`config.mk`:
```
export PLATFORM = sky130hd
export DESIGN_NAME = bridge_order_ctrl
export DESIGN_NICKNAME = d
export VERILOG_FILES = /design/src/rtl/bo_pkg.sv /design/src/rtl/bo_post_fifo.sv /design/src/rtl/bo_ib_wbuf.sv /design/src/rtl/bo_retry_track.sv /design/src/rtl/bridge_order_ctrl.sv
export SDC_FILE = /design/constraint.sdc
export NUM_CORES = 1
export LEC_CHECK = 0
export BUFFER_PORTS_ARGS = -buffer_cell sky130_fd_sc_hd__buf_2
export CAP_MARGIN = 20
export CORE_MARGIN = 1.5
export CORE_UTILIZATION = 52
export CTS_CLUSTER_SIZE = 10
export DETAILED_ROUTE_END_ITERATION = 10
export HOLD_SLACK_MARGIN = 0.03
export PLACE_DENSITY_LB_ADDON = 0.1
export SYNTH_ARGS = -nofsm -noshare
export SYNTH_HDL_FRONTEND = slang
export SYNTH_HIERARCHICAL = 1
export SYNTH_SLANG_ARGS = --single-unit
```
`constraint.sdc`:
```
create_clock -name clk -period 1.55 [get_ports clk]
set_input_delay 0.0775 -clock clk [delete_from_list [all_inputs] [get_ports clk]]
set_output_delay 0.0775 -clock clk [all_outputs]
set_load 0.02 [all_outputs]
```
`src/rtl/bo_pkg.sv`:
```
package bo_pkg;
  // answer given to an inbound bus-master request
  typedef enum logic [1:0] {
    IB_IDLE   = 2'd0,
    IB_ACCEPT = 2'd1,
    IB_RETRY  = 2'd2
  } ib_resp_e;
endpackage

```
`src/rtl/bo_post_fifo.sv`:
```
module bo_post_fifo #(
  parameter int DEPTH = 4,
  parameter int W     = 48
) (
  input  logic         clk,
  input  logic         rst_n,
  input  logic         push,
  input  logic         pop,
  input  logic [W-1:0] din,
  output logic [W-1:0] dout,
  output logic         empty,
  output logic         full
);
  localparam int PW = (DEPTH > 1) ? $clog2(DEPTH) : 1;
  localparam int CW = $clog2(DEPTH + 1);

  logic [W-1:0]  mem [DEPTH];
  logic [PW-1:0] wp_q, wp_n, rp_q, rp_n;
  logic [CW-1:0] cnt_q, cnt_n;

  function automatic logic [PW-1:0] bump(input logic [PW-1:0] p);
    return (p == PW'(DEPTH - 1)) ? '0 : p + 1'b1;
  endfunction

  assign empty = (cnt_q == '0);
  assign full  = (cnt_q == CW'(DEPTH));
  assign dout  = mem[rp_q];

  always_comb begin
    wp_n  = push ? bump(wp_q) : wp_q;
    rp_n  = pop  ? bump(rp_q) : rp_q;
    cnt_n = cnt_q + CW'(push) - CW'(pop);
  end

  always_ff @(posedge clk or negedge rst_n) begin
    if (!rst_n) begin
      wp_q  <= '0;
      rp_q  <= '0;
      cnt_q <= '0;
    end else begin
      wp_q  <= wp_n;
      rp_q  <= rp_n;
      cnt_q <= cnt_n;
    end
  end

  always_ff @(posedge clk) begin
    if (push) mem[wp_q] <= din;
  end
endmodule

```
`src/rtl/bo_ib_wbuf.sv`:
```
module bo_ib_wbuf #(
  parameter int NWBUF = 2,
  parameter int DRAIN = 8
) (
  input  logic clk,
  input  logic rst_n,
  input  logic take,
  output logic room
);
  localparam int OW = $clog2(NWBUF + 1);
  localparam int TW = $clog2(DRAIN + 1);

  logic [OW-1:0] occ_q, occ_n;
  logic [TW-1:0] tmr_q, tmr_n;
  logic          drain;

  assign room  = (occ_q < OW'(NWBUF));
  assign drain = (occ_q != '0) && (tmr_q == TW'(DRAIN - 1));

  always_comb begin
    tmr_n = ((occ_q == '0) || drain) ? '0 : tmr_q + 1'b1;
    occ_n = occ_q + OW'(take) - OW'(drain);
  end

  always_ff @(posedge clk or negedge rst_n) begin
    if (!rst_n) begin
      occ_q <= '0;
      tmr_q <= '0;
    end else begin
      occ_q <= occ_n;
      tmr_q <= tmr_n;
    end
  end
endmodule

```
`src/rtl/bo_retry_track.sv`:
```
module bo_retry_track #(
  parameter int NMASTER = 4,
  parameter int LIMIT   = 256
) (
  input  logic                       clk,
  input  logic                       rst_n,
  input  logic                       req,
  input  logic [$clog2(NMASTER)-1:0] master,
  input  logic                       accept,
  input  logic                       retry,
  output logic [$clog2(LIMIT+2)-1:0] cnt_sel,
  output logic [NMASTER-1:0]         timeout
);
  localparam int CW  = $clog2(LIMIT + 2);
  localparam int MW  = $clog2(NMASTER);
  localparam int SAT = LIMIT + 1;

  logic [CW-1:0] cnt_q [NMASTER];
  logic [CW-1:0] cnt_n [NMASTER];

  for (genvar g = 0; g < NMASTER; g++) begin : g_mst
    logic hit;
    assign hit = req && (master == MW'(g));

    always_comb begin
      cnt_n[g] = cnt_q[g];
      if (hit && accept)
        cnt_n[g] = '0;
      else if (hit && retry && (cnt_q[g] != CW'(SAT)))
        cnt_n[g] = cnt_q[g] + 1'b1;
    end

    always_ff @(posedge clk or negedge rst_n) begin
      if (!rst_n) cnt_q[g] <= '0;
      else        cnt_q[g] <= cnt_n[g];
    end

    assign timeout[g] = (cnt_q[g] > CW'(LIMIT));
  end

  assign cnt_sel = cnt_q[master];
endmodule

```
`src/rtl/bridge_order_ctrl.sv`:
```
module bridge_order_ctrl #(
  parameter int AW      = 16,
  parameter int DW      = 32,
  parameter int DEPTH   = 4,
  parameter int NWBUF   = 2,
  parameter int DRAIN   = 8,
  parameter int NMASTER = 4,
  parameter int LIMIT   = 256,
  localparam int MW     = $clog2(NMASTER),
  localparam int CW     = $clog2(LIMIT + 2)
) (
  input  logic               clk,
  input  logic               rst_n,
  input  logic               hst_valid,
  output logic               hst_ready,
  input  logic [AW-1:0]      hst_addr,
  input  logic [DW-1:0]      hst_data,
  output logic               ob_req,
  output logic [AW-1:0]      ob_addr,
  output logic [DW-1:0]      ob_data,
  input  logic               ob_ack,
  input  logic               ob_retry,
  input  logic               ib_req,
  input  logic               ib_write,
  input  logic [MW-1:0]      ib_master,
  output logic               ib_accept,
  output logic               ib_retry,
  output logic [CW-1:0]      ib_retry_cnt,
  output logic [NMASTER-1:0] ib_timeout
);
  import bo_pkg::*;

  localparam int EW = AW + DW;

  // reset: asserted asynchronously, released on a clock edge
  logic [1:0] rs_q;
  logic       rst_core_n;
  always_ff @(posedge clk or negedge rst_n) begin
    if (!rst_n) rs_q <= '0;
    else        rs_q <= {rs_q[0], 1'b1};
  end
  assign rst_core_n = rs_q[1];

  // posted host writes
  logic          pf_empty, pf_full, pf_push, pf_pop;
  logic [EW-1:0] pf_head;

  assign hst_ready = !pf_full;
  assign pf_push   = hst_valid && !pf_full;
  assign pf_pop    = !pf_empty && ob_ack;

  bo_post_fifo #(.DEPTH(DEPTH), .W(EW)) u_post (
    .clk   (clk),
    .rst_n (rst_core_n),
    .push  (pf_push),
    .pop   (pf_pop),
    .din   ({hst_addr, hst_data}),
    .dout  (pf_head),
    .empty (pf_empty),
    .full  (pf_full)
  );

  assign ob_req  = !pf_empty;
  assign ob_addr = pf_head[EW-1:DW];
  assign ob_data = pf_head[DW-1:0];

  // inbound ordering and buffer decision
  logic     wb_room;
  ib_resp_e resp;

  always_comb begin
    resp = IB_IDLE;
    if (ib_req) begin
      if (ib_write) resp = wb_room  ? IB_ACCEPT : IB_RETRY;
      else          resp = pf_empty ? IB_ACCEPT : IB_RETRY;
    end
  end

  assign ib_accept = (resp == IB_ACCEPT);
  assign ib_retry  = (resp == IB_RETRY);

  bo_ib_wbuf #(.NWBUF(NWBUF), .DRAIN(DRAIN)) u_wbuf (
    .clk   (clk),
    .rst_n (rst_core_n),
    .take  (ib_accept && ib_write),
    .room  (wb_room)
  );

  bo_retry_track #(.NMASTER(NMASTER), .LIMIT(LIMIT)) u_track (
    .clk     (clk),
    .rst_n   (rst_core_n),
    .req     (ib_req),
    .master  (ib_master),
    .accept  (ib_accept),
    .retry   (ib_retry),
    .cnt_sel (ib_retry_cnt),
    .timeout (ib_timeout)
  );
endmodule

```
==> Yosys cells after proc, flatten, opt, wreduce, memory -nomap -nowiden <==
Memories as Yosys holds them, arrays and structs flattened.
Cells that the tools add are included.
{ "word_totals": {"elab_cells": 93, "memories": 1, "mem_bits_rw": 192, "regBits": 51, "out_inout_bits": 65, "in_bits": 57} }
{ "op_classes": {"eq_ne": 13, "order_cmp": 6, "reduce_logical": 31, "muxes": 20, "n_addsub": 11, "bitwise_logic": 1} }
{ "mem_list": {"columns": ["memory", "depth", "width", "rd", "rd_ports_with_merged_regs", "write_ports", "line", "rtl"], "rows": [
  ["u_post.mem", 4, 48, 1, 0, 1, "bo_post_fifo.sv:17", "logic [W-1:0] mem [DEPTH];"]
]} }
{ "op_table": {"columns": ["op", "n"], "rows": [
  ["two-way mux 9 bit", 10],
  ["adder 9 x 1 -> 9 bit (second input constant)", 4],
  ["> comparator 9 bit (second input constant)", 4],
  ["!= test 9 bit (second input constant)", 4],
  ["logical AND 1 bit", 20],
  ["binary-select mux 9 bit (select 2 bit)", 1],
  ["two-way mux 2 bit", 6],
  ["== test 2 bit (second input constant)", 5],
  ["nonzero test 2 bit", 5],
  ["adder 2 x 1 -> 2 bit (second input constant)", 2],
  ["adder 4 x 1 -> 4 bit (second input constant)", 1],
  ["== test 2 x 1 -> 1 bit (second input constant)", 2],
  ["== test 4 x 3 -> 1 bit (second input constant)", 1],
  ["zero test 2 bit", 2],
  ["two-way mux 4 bit", 1],
  ["adder 3 x 1 -> 3 bit", 1],
  ["== test 3 bit (second input constant)", 1],
  ["greater-or-equal comparator 3 bit (second input constant)", 1],
  ["zero test 3 bit", 1],
  ["NOT 2 -> 3 bit", 1],
  ["subtractor 3 x 1 -> 3 bit", 1],
  ["adder 2 x 1 -> 2 bit", 1],
  ["zero test 1 bit", 2],
  ["less-than comparator 2 bit (second input constant)", 1],
  ["3 further kinds", 4]
]} }

==> Longest topological paths before layout <==
{ "depth": {"word_depth": 9, "depth_mapped": 8, "mapped_depth_nobuf": 8} }

==> Cells and area by module <==
The synthesis kept the hierarchy.
{ "by_module_without_submodules": {"columns": ["module", "seq_area_each_um2", "n_inst", "area_each_um2", "cells_each"], "rows": [
  ["bo_post_fifo", 5940.7, 1, 7393.3, 287],
  ["bo_retry_track", 900.9, 1, 2432.3, 246],
  ["bo_ib_wbuf", 150.1, 1, 289.0, 26],
  ["bridge_order_ctrl", 50.0, 1, 103.8, 11]
]} }

==> Worst setup path after synthesis <==
No wires, ideal clock.
{ "synth_path": {"path_kind": "flip-flop to flip-flop", "from": "register u_post.cnt_q[1]", "to": "memory u_post.mem[2][0] (enable)", "arrival_time_ns": 2.108, "period_less_slack_ns": 2.518, "path_slack_ns": -0.968, "setup_time_ns": 0.410, "path_buffers": 0, "path_stages_with_launch": 5, "required_ns": 1.140, "cell_sequence": "dfrtp_1 inv_1 and3_1 nor2b_1 and2_1"} }
{ "synth_via": {"elab_chain_len": 5} }
{ "synth_rtl": {"columns": ["item", "line", "rtl"], "rows": [
  ["start, declared", "bo_post_fifo.sv:19", "logic [CW-1:0] cnt_q, cnt_n;"],
  ["start signal, assigned", "bo_post_fifo.sv:43", "cnt_q <= cnt_n;"],
  ["== test 3 bit", "bo_post_fifo.sv:26", "assign full = (cnt_q == CW'(DEPTH));"],
  ["named net pf_full", "bridge_order_ctrl.sv:45", "logic pf_empty, pf_full, pf_push, pf_pop;"],
  ["zero test 1 bit", "bridge_order_ctrl.sv:49", "assign pf_push = hst_valid && !pf_full;"],
  ["logical AND 1 bit", "bridge_order_ctrl.sv:49", null],
  ["named net pf_push", "bridge_order_ctrl.sv:45", null],
  ["two-way mux 1 bit", "bo_post_fifo.sv:48", "if (push) mem[wp_q] <= din;"],
  ["two-way mux 1 bit (not written as such)", "bo_post_fifo.sv:48", null],
  ["end, declared", "bo_post_fifo.sv:17", null]
]} }
The timed path passes the listed nets, and every way through them passes these cells.

==> Final worst setup path <==
{ "layout_path": {"from": "register u_post.rp_q[0]", "to": "output port ob_data[7]"} }
{ "layout_via": {"elab_chain_len": 1} }
{ "layout_rtl": {"columns": ["item", "line", "rtl"], "rows": [
  ["start, declared", "bo_post_fifo.sv:18", "logic [PW-1:0] wp_q, wp_n, rp_q, rp_n;"],
  ["start signal, assigned", "bo_post_fifo.sv:42", "rp_q <= rp_n;"],
  ["memory (4 x 48 bit)", null, null],
  ["end, declared", "bridge_order_ctrl.sv:20", "output logic [DW-1:0] ob_data,"]
]} }
Every way passes these cells.

==> results.sh <==
export IMPL_pre_cts_ws_ns=-0.326
export IMPL_ir_drop_uv=981
export IMPL_setup_viol_count_final=296
export IMPL_ant_nets=0
export IMPL_clk_latency_ns=0.52
export IMPL_die_area_um2=20500
export IMPL_synth_area_leaders="edfxtp_1 56%, dfrtp_1 12%, mux4_2 12%, ha_1 2.7%, xnor2_1 2.1%"
export IMPL_worst_setup_path_end_kind="primary output"
export IMPL_rsz0062_at_grt="yes"
export IMPL_crit_fanout=7
export IMPL_path_clk_slew_ns=0.05
export IMPL_grt_total_usage=0.238
export IMPL_initial_core_util=0.527
export IMPL_area_growth_pct=48.5
export IMPL_drc=0
export IMPL_syn_cell_area_um2=10200
export IMPL_min_period_over_period=1.30
export IMPL_synthArstFlopShare=0.210
export IMPL_worst_hold_slack_ns=0.0759
export IMPL_crit_family="flip-flops"
export IMPL_synth_seq_cells=243
export IMPL_avgSynthCellArea_um2=17.9
export IMPL_grt_pass1_wl_um=36800
export IMPL_synth_top_area_cell="edfxtp_1"
export IMPL_vias=6409
export IMPL_netlist_area_leader_share=0.564
export IMPL_critPathKind="flop to primary output"
export IMPL_fill_cells=1086
export IMPL_setup_ws_ns=-0.459
export IMPL_worstHoldPathType="primary input to flop"
export IMPL_drv_cap=0
export IMPL_antenna_found_initial=1
export IMPL_worst_pin_slew_ns=0.531
export IMPL_failed_checks="setup timing"
export IMPL_cts_tree="built"
export IMPL_clockRootBuffer="clkbuf_16"
export IMPL_finalMaxSlewViolations=0
export IMPL_power_density_nw_per_um2=1760
export IMPL_cts_htree_levels=1
export IMPL_syn_num_nets=650
export IMPL_vias_per_cell=5.34
export IMPL_cpMostUsedCell="buf_12"
export IMPL_io_pins=122
export IMPL_fin_nets=993
export IMPL_startpoint_type="flop"
export IMPL_cp_slowest_cell="dfrtp_4"
export IMPL_grt_ovfl_total=0
export IMPL_crit_buf_inv=3
export IMPL_instances_no_fill=1201
export IMPL_rows=51
export IMPL_placed_cells=1002
export IMPL_synth_most_common_cell="edfxtp_1"
export IMPL_grt_pass1_vias=6745
export IMPL_clockBufferDepth=3
export IMPL_setup_tns_ns=-89.89
export IMPL_synth_edf_count=192
export IMPL_p_leak_nw=5.92
export IMPL_first_iter_violations=322
export IMPL_wl_per_cell_um=20.5
export IMPL_port_buffers=120
export IMPL_cts_buffers=28
export IMPL_fmax_ghz=0.498
export IMPL_synthCells=570
export IMPL_cp_cell_sequence="buf_12 > buf_12 > mux4_2 > buf_6"
export IMPL_die_x_um=143
export IMPL_drive_gt1_frac=0.497
export IMPL_arrival_ns=1.93
export IMPL_dr_pass1_iters=4
export IMPL_yosys_warnings=6
export IMPL_dpl_hpwl_um=13300
export IMPL_synth_distinct_cells=58
export IMPL_yosys_top_cells_count="192 x edfxtp_1, 56 x mux4_2, 51 x dfrtp_1"
export IMPL_core_region_area_um2=19400
export IMPL_slowest_delay_ns=0.52
export IMPL_ys_flop_type="edfxtp_1"
export IMPL_wl_um=24600
export IMPL_period_minus_slack_ns=2.01
export IMPL_required_ns=1.47
export IMPL_gp_congestion=0.863
export IMPL_grt_max_degree=50
export IMPL_status="complete, but fails checks"
export IMPL_clock_sinks=243
export IMPL_finClkSkew_ns=0.00958
export IMPL_hold_violations=0
export IMPL_slew_headroom=0.646
export IMPL_die_h_um=143
export IMPL_yosysSeqAreaShare=0.689
==> metal layers <==
metal	global-route usage	vias up	share of wire
met5	0	-	0
li1	-	2914	-
met2	0.417	181	0.52
met4	0.0608	0	0.029
met1	0.311	3260	0.40
met3	0.0376	54	0.048
==> worst paths after layout <==
| path | slack [ns] | cells after the start | from | to |
|---|---|---|---|---|
| max in group asynchronous | 1.01 | 3 | rst_n | rs_q[1] |
| min in group asynchronous | 0.24 | 1 | rs_q[1] | u_wbuf/occ_q[0] |
| worst min register to register | 0.24 | 1 | rs_q[1] | u_wbuf/occ_q[0] |
| worst max-delay path | -0.46 | 4 | u_post/rp_q[0] | ob_data[7] |
| worst max register to register | -0.42 | 9 | u_post/cnt_q[2] | u_post/mem[0][33] |
| worst min-delay path | 0.08 | 4 | hst_valid | u_post/wp_q[1] |
==> logic make-up (layout without fill, tap and decap cells) <==
kind of cell,after synthesis,after routing,share of synthesized area
buf+inv,54,417,0.0323
mux,65,65,0.134
flops,243,243,0.689
simple gates,127,129,0.0684
xor+xnor,30,30,0.0257
compound gates,27,27,0.0209
fa+ha+maj,23,23,0.0289
other cells,1,2,0.000367
==> worst register-to-register path, stage by stage, from the launching register on <==
cell,delay [ns]
dfrtp_1,0.42
buf_6,0.14
and3_4,0.18
nor2b_4,0.14
buf_6,0.15
buf_6,0.10
and2_4,0.16
buf_12,0.14
buf_12,0.12
buf_16,0.13
==> registers in the layout (all words and copies together) (netlist names) <==
register       cells
u_track/cnt_q     36
u_post/wp_q        2
u_wbuf/tmr_q       4
u_post/cnt_q       3
u_wbuf/occ_q       2
u_post/mem       192
u_post/rp_q        2
rs_q               2
==> layout by cell type (no fill, tap or decap), types with 12 or more instances in the layout <==
cell type      instances
clkbuf_16             31
buf_16                12
nor2_1                40
buf_4                 63
buf_2                 84
edfxtp_1             192
dlygate4sd3_1         52
inv_1                 30
ha_1                  17
buf_12                28
xnor2_1               22
mux4_2                57
clkbuf_1              21
nand2_1               16
dfrtp_1               42
buf_6                 86
==> power breakdown <==
group	switching [mW]	internal [mW]	leakage, nW
logic	5.45	5.99	3.11
registers	0.712	8.54	2.41
clock network	2.41	3.56	0.397
total	8.57	18.1	5.92
==> per-stage QoR <==
step           area [um2]   util  total power [mW]
3_3_place_gp        11800  0.608              17.2
6_report            15200  0.782              26.7
3_5_place_dp        11800  0.608              17.4
4_1_cts             14800  0.762              26.0
2_1_floorplan       10400      -              14.6
5_1_grt             15200  0.782              27.8
==> repair_timing <==
item	in CTS	in global routing
buffers inserted	64	23
hold buffers	52	0
gates resized for setup	161	75
hold endpoints to repair	195	0
cloned	17	2
endpoints found under the setup margin	296	300
pin swaps	35	26
==> layout make-up <==
| class | count | area (um2) | area share |
|---|---|---|---|
| Timing Repair Buffer | 330 | 3370 | 0.222 |
| Sequential cell | 243 | 7060 | 0.465 |
| Tap cell | 265 | 332 | 0.0219 |
| Multi-Input combinational cell | 275 | 3450 | 0.227 |
| Clock buffer | 52 | 832 | 0.0548 |
| Inverter | 35 | 134 | 0.00882 |
| Antenna cell | 1 | 2.50 | 0.000165 |
(Power assumes the default switching activity.)
